--- src/rtl/ddr_sio_pkg.sv ---
package ddr_sio_pkg;

  // Words per address; the datapath lane structure follows this count.
  localparam int BURST_LEN = 2;

  // Strobes from control to datapath, one bit each.
  typedef struct packed {
    logic capRdAddr;   // latch the read address (K-rise)
    logic capWord0;    // latch write word 0 (K-rise)
    logic commitWr;    // write both lanes using addr on the K-fall edge
    logic fetchRd;     // read the array (with forwarding) into stage A
    logic loadFirst;   // drive word 0 of the selected stage
    logic loadSecond;  // drive the held word 1
    logic useStageB;   // long latency: take the extra-delay stage
  } ctrlStrobes_t;

endpackage

--- src/rtl/ddr_sio_ctrl.sv ---
module ddr_sio_ctrl
  import ddr_sio_pkg::*;
(
  input  logic         clk,
  input  logic         rstN,
  input  logic         rdSelN,
  input  logic         wrSelN,
  input  logic         longLatency,
  output logic         kSlot,
  output logic         echoValid,
  output ctrlStrobes_t strobes
);

  logic phaseQ;
  logic rdPendQ;
  logic wrPendQ;
  logic stageAV;
  logic stageBV;
  logic secondQ;
  logic echoQ;
  logic firstV;

  // phaseQ==0: the coming edge is a K-rise edge.
  assign kSlot = ~phaseQ;
  assign firstV = longLatency ? stageBV : stageAV;

  always_ff @(posedge clk) begin
    if (!rstN) begin
      phaseQ  <= 1'b0;
      rdPendQ <= 1'b0;
      wrPendQ <= 1'b0;
      stageAV <= 1'b0;
      stageBV <= 1'b0;
      secondQ <= 1'b0;
      echoQ   <= 1'b0;
    end else begin
      phaseQ <= ~phaseQ;
      if (kSlot) begin
        rdPendQ <= ~rdSelN;
        wrPendQ <= ~wrSelN;
      end else begin
        rdPendQ <= 1'b0;
        wrPendQ <= 1'b0;
      end
      stageAV <= strobes.fetchRd;
      stageBV <= stageAV;
      secondQ <= firstV;
      echoQ   <= firstV | secondQ;
    end
  end

  always_comb begin
    strobes            = '0;
    strobes.capRdAddr  = kSlot & ~rdSelN;
    strobes.capWord0   = kSlot & ~wrSelN;
    strobes.commitWr   = ~kSlot & wrPendQ;
    strobes.fetchRd    = ~kSlot & rdPendQ;
    strobes.loadFirst  = firstV;
    strobes.loadSecond = secondQ;
    strobes.useStageB  = longLatency;
  end

  assign echoValid = echoQ;

  AST_PHASE_FALL: assert property (@(posedge clk) disable iff (!rstN)
    kSlot |=> !kSlot);
  AST_PHASE_RISE: assert property (@(posedge clk) disable iff (!rstN)
    !kSlot |=> kSlot);
  AST_LONG_LATENCY: assert property (@(posedge clk) disable iff (!rstN)
    (kSlot && !rdSelN && longLatency) |-> ##4 echoValid ##1 echoValid);
  AST_SHORT_LATENCY: assert property (@(posedge clk) disable iff (!rstN)
    (kSlot && !rdSelN && !longLatency) |-> ##3 echoValid ##1 echoValid);
  AST_BURST_TWO_WORDS: assert property (@(posedge clk) disable iff (!rstN)
    $rose(echoValid) |=> echoValid);

endmodule

--- src/rtl/ddr_sio_datapath.sv ---
module ddr_sio_datapath
  import ddr_sio_pkg::*;
#(
  parameter int WORD_W = 18,
  parameter int ADDR_W = 6
) (
  input  logic              clk,
  input  logic              rstN,
  input  logic [ADDR_W-1:0] addr,
  input  logic [WORD_W-1:0] wrData,
  input  ctrlStrobes_t      strobes,
  output logic [WORD_W-1:0] rdData
);

  localparam int DEPTH = 1 << ADDR_W;
  localparam int LANES = BURST_LEN;

  logic [ADDR_W-1:0]             rdAddrQ;
  logic [WORD_W-1:0]             word0Q;
  logic [WORD_W-1:0]             secondWordQ;
  logic [WORD_W-1:0]             rdDataQ;
  logic                          fwdHit;
  logic [LANES-1:0][WORD_W-1:0]  wrLane;
  logic [LANES-1:0][WORD_W-1:0]  srcLane;

  // Lane 0 was latched on K-rise; lane 1 is on the bus at the K-fall commit.
  assign wrLane[0] = word0Q;
  assign wrLane[1] = wrData;

  // Same-K-cycle write to the read address: hand the new words straight over.
  assign fwdHit = strobes.commitWr && (addr == rdAddrQ);

  always_ff @(posedge clk) begin
    if (strobes.capRdAddr) rdAddrQ <= addr;
    if (strobes.capWord0)  word0Q  <= wrData;
  end

  for (genvar g = 0; g < LANES; g++) begin : gLane
    logic [WORD_W-1:0] bankQ [DEPTH];
    logic [WORD_W-1:0] fetchWord;
    logic [WORD_W-1:0] stageAQ;
    logic [WORD_W-1:0] stageBQ;

    always_ff @(posedge clk) begin
      if (strobes.commitWr) bankQ[addr] <= wrLane[g];
    end

    assign fetchWord = fwdHit ? wrLane[g] : bankQ[rdAddrQ];

    always_ff @(posedge clk) begin
      if (strobes.fetchRd) stageAQ <= fetchWord;
      stageBQ <= stageAQ;
    end

    assign srcLane[g] = strobes.useStageB ? stageBQ : stageAQ;
  end

  always_ff @(posedge clk) begin
    if (!rstN) begin
      secondWordQ <= '0;
      rdDataQ     <= '0;
    end else begin
      if (strobes.loadFirst) secondWordQ <= srcLane[1];
      if (strobes.loadFirst)       rdDataQ <= srcLane[0];
      else if (strobes.loadSecond) rdDataQ <= secondWordQ;
      else                         rdDataQ <= '0;
    end
  end

  assign rdData = rdDataQ;

  AST_COMMIT_AFTER_WORD0: assert property (@(posedge clk) disable iff (!rstN)
    strobes.commitWr |-> $past(strobes.capWord0));
  AST_FETCH_AFTER_ADDR: assert property (@(posedge clk) disable iff (!rstN)
    strobes.fetchRd |-> $past(strobes.capRdAddr));

endmodule

--- src/rtl/ddr_sio_burst_sram.sv ---
module ddr_sio_burst_sram
  import ddr_sio_pkg::*;
#(
  parameter int WORD_W = 18,
  parameter int ADDR_W = 6
) (
  input  logic              clk,
  input  logic              rstN,
  input  logic              longLatency,
  input  logic [ADDR_W-1:0] addr,
  input  logic              rdSelN,
  input  logic              wrSelN,
  input  logic [WORD_W-1:0] wrData,
  output logic              kSlot,
  output logic [WORD_W-1:0] rdData,
  output logic              echoValid
);

  ctrlStrobes_t strobes;

  ddr_sio_ctrl u_ctrl (
    .clk         (clk),
    .rstN        (rstN),
    .rdSelN      (rdSelN),
    .wrSelN      (wrSelN),
    .longLatency (longLatency),
    .kSlot       (kSlot),
    .echoValid   (echoValid),
    .strobes     (strobes)
  );

  ddr_sio_datapath #(
    .WORD_W (WORD_W),
    .ADDR_W (ADDR_W)
  ) u_datapath (
    .clk     (clk),
    .rstN    (rstN),
    .addr    (addr),
    .wrData  (wrData),
    .strobes (strobes),
    .rdData  (rdData)
  );

  AST_IDLE_BUS_ZERO: assert property (@(posedge clk) disable iff (!rstN)
    !echoValid |-> (rdData == '0));

endmodule

--- config.mk ---
export PLATFORM = sky130hd
export DESIGN_NAME = ddr_sio_burst_sram
export DESIGN_NICKNAME = d
export VERILOG_FILES = /design/src/rtl/ddr_sio_pkg.sv /design/src/rtl/ddr_sio_ctrl.sv /design/src/rtl/ddr_sio_datapath.sv /design/src/rtl/ddr_sio_burst_sram.sv
export SDC_FILE = /design/constraint.sdc
export NUM_CORES = 2
export LEC_CHECK = 0
export ABC_AREA = 1
export BUFFER_PORTS_ARGS = -buffer_cell sky130_fd_sc_hd__buf_2
export CORE_UTILIZATION = 60
export CTS_CLUSTER_DIAMETER = 200
export DETAILED_ROUTE_END_ITERATION = 7
export PLACE_DENSITY_LB_ADDON = 0.12
export RECOVER_POWER = 50
export SYNTH_ARGS = -nofsm -noshare
export SYNTH_HDL_FRONTEND = slang
export SYNTH_HIERARCHICAL = 1
export SYNTH_SLANG_ARGS = --single-unit
export TNS_END_PERCENT = 30
--- constraint.sdc ---
create_clock -name clk -period 4.9 [get_ports clk]
set_input_delay 0 -clock clk [delete_from_list [all_inputs] [get_ports clk]]
set_output_delay 0 -clock clk [all_outputs]
set_load 0.005 [all_outputs]
==> out/metrics.csv <==
stage,metric,value,unit
floorplanning,ios,49,
clock_tree,cts_buffer_depth,3,
synthesis,yosysSeqAreaShare,75.12,%
worst_setup_path,max_stage_delay,2.90,ns
sta,hold_violations,0,
sta,tightest_slew,4.396,ns
floorplanning,core,159100,µm²
floorplanning,start_util,60.71,%
drt,ant_nets,0,
synthesis,syn-cell-area,96600,µm²
sta,fmax,0.2415,GHz
run,cap_violations,39,
floorplanning,dieArea,162600,µm²
synthesis,synth_cells,7937,
sta,setup_ws,0.7589,ns
worst_setup_path,endpoint_kind,flop,
sta,setup_viol_count_final,0,
place,io_buffer_count,48,
sta,maxSlewViolCount,2176,
place,dp_slack,1.554,ns
drt,wire_per_inst,26.72,µm
grt,grt_pass1_wl,398.8,mm
synthesis,yosys_warnings,6,
synthesis,ys_types,21,
clock_tree,cts_root_buf,clkbuf_16,
drt,dr_total_vias,64456,
power_and_ir_drop,p_leak,37.12,nW
drt,viasPerCell,6.285,
grt,gr-total-overflow,0,
outcome,violations,"max-capacitance violations, max-slew violations",
synthesis,synth_area_leaders,"edfxtp_1 (73%), nand3_1 (12%), nand2_1 (9.4%), dfxtp_1 (1.6%), buf_2 (1.5%)",
final_layout,syn_to_final_growth,10.60,%
worst_setup_path,slowest_stage,clkbuf_1,
floorplanning,die_h,403.3,µm
place,placedInstanceArea,99480,µm²
clock_tree,clk_latency,0.85,ns
final_layout,fin_nets,7945,
sta,grt_setup_unrepaired,no,
power_and_ir_drop,ir_worst_vdd,0.0004096,V
clock_tree,cts_setup_buffers,0,
place,dp_cells,9792,
synthesis,syn_nets,7966,
clock_tree,clk_pin_slew,0.06,ns
clock_tree,cts_resized,0,
worst_setup_path,cp-start-kind,flop,
final_layout,finalNonFillerCells,10255,
grt,antenna_found_initial,11,
worst_setup_path,path_max_fanout,65,
synthesis,synth-seq-cells,2443,
outcome,outcome,finished with violations,
place,dpl.hpwl,142.4,mm
floorplanning,dieWidth,403.3,µm
worst_hold_path,min_path_type,in -> reg,
grt,grtUsageTotal,33.59,%
synthesis,yosysTopAreaCell,edfxtp_1,
power_and_ir_drop,total_power,0.04272,W
clock_tree,cts.sinks,2443,
worst_setup_path,crit_arrival,4.17,ns
synthesis,synth_top_area_share,73.48,%
drt,drc,0,
clock_tree,cts_tree,done,
final_layout,drive_gt1_share,7.009,%
worst_setup_path,cp_num_buf_inv,1,
final_layout,design_area,106800,µm²
sta,fin_crit_sh,84.51,%
clock_tree,cts-buffers-inserted,234,
sta,slew-limit-headroom,-193.0,%
clock_tree,htreeDepth,4,
sta,finalSetupTns,0,ns
worst_setup_path,crit_chain,clkbuf_1,
grt,grt_max_degree,190,
sta,finalClockSkew,0.02338,ns
place,gp_congestion,0.9051,
clock_tree,cts.hold.buffers_added,33,
floorplanning,num_rows,146,
drt,wl,274.1,mm
synthesis,syn_area_per_cell,12.17,µm²
power_and_ir_drop,p_per_area,399.8,nW/µm²
grt,grt_pass1_vias,59639,
worst_setup_path,crit_family,buffers and inverters,
worst_setup_path,cp.required,4.93,ns
drt,first_iter_violations,9549,
sta,period_minus_slack,4.141,ns
worst_setup_path,critPathKind,reg -> reg,
drt,dr.pass1.iters,6,
## cell families (layout without fill, tap and decap cells)
family,Yosys count,after routing,synth area share [%]
simple gates,4862,4862,21.90
flops,2443,2443,75.12
other cells,0,5,0
buf+inv,554,721,2.564
compound gates,78,78,0.4184
## power by group
| group | switching [W] | internal (W) | leakage [nW] |
|---|---|---|---|
| clock network | 0.00751 | 0.00963 | 3.55 |
| logic | 0.00194 | 0.000566 | 11.7 |
| registers | 0.0000572 | 0.0230 | 21.9 |
## final cells by class
class | count | area [µm²]
clock buffer | 306 | 6322
fill | 11290 | 52270
multi-input combinational | 4940 | 22020
clock inverter | 118 | 884.6
sequential | 2443 | 72570
antenna | 5 | 12.51
inverter | 26 | 126.4
tap | 2146 | 2685
timing repair buffer | 271 | 2218
## state kept, by name (all words and copies together) (netlist names)
name,cells
u_datapath/gLane.bankQ,2304
u_datapath/rdData,18
u_ctrl/phaseQ,1
u_datapath/gLane.stageBQ,36
u_ctrl/stageAV,1
u_ctrl/rdPendQ,1
u_datapath/gLane.stageAQ,36
u_datapath/word0Q,18
u_datapath/secondWordQ,18
u_ctrl/wrPendQ,1
u_ctrl/stageBV,1
u_ctrl/secondQ,1
u_datapath/rdAddrQ,6
u_ctrl/echoValid,1
## per-layer routing
layer  vias to the layer above  GRT usage [%]  share of wire [%]
met1                     31550          48.81                 38
met2                      4028          50.01                 45
li1                      28310              -                  -
met4                         4          14.32                4.4
met3                       564          6.635                 12
met5                         -              0             0.0084
## placed cells by master, fill, tap and decap left out, types with 5 or more instances in the layout
cell type,instances
clkinv_1,51
bufinv_16,12
inv_6,7
nor2_1,77
nand3_1,2286
o21ai_0,37
a21oi_1,37
nand4_1,8
inv_1,18
clkinv_2,46
diode_2,5
clkbuf_1,117
clkbuf_8,9
buf_4,122
buf_2,26
nand2_1,2424
nor2_4,64
buf_12,31
clkbuf_16,239
edfxtp_1,2364
dlygate4sd3_1,33
dfxtp_1,79
## metrics by stage
step	utilization [%]	hold slack, ns
floorplan	-	0.07087
global route	67.14	0.1400
finish	67.15	0.1594
detailed placement	62.52	0.2433
global placement	62.52	0.2412
CTS	67.26	0.007678
## final timing paths
| kind | startpoint | endpoint | slack (ns) | depth (start not counted) |
|---|---|---|---|---|
| hold / removal | rstN | u_ctrl/secondQ | 0.16 | 4 |
| setup reg to reg | u_datapath/word0Q[10] | u_datapath/gLane[0].bankQ[54][10] | 0.76 | 1 |
| hold reg to reg | u_datapath/gLane[1].stageAQ[14] | u_datapath/gLane[1].stageBQ[14] | 0.37 | 0 |
| setup / recovery | u_datapath/word0Q[10] | u_datapath/gLane[0].bankQ[54][10] | 0.76 | 1 |
## cells in the mapped netlist (all sizes together)
library cell  number
inv               25
dfxtp             79
clkbuf           152
nor2             141
a21oi             37
a221oi             1
clkinv             1
buf              376
nor3               2
nand2           2424
o21ai             37
edfxtp          2364
nand4              8
o22ai              3
nand3           2287
(Power assumes the default switching activity.)
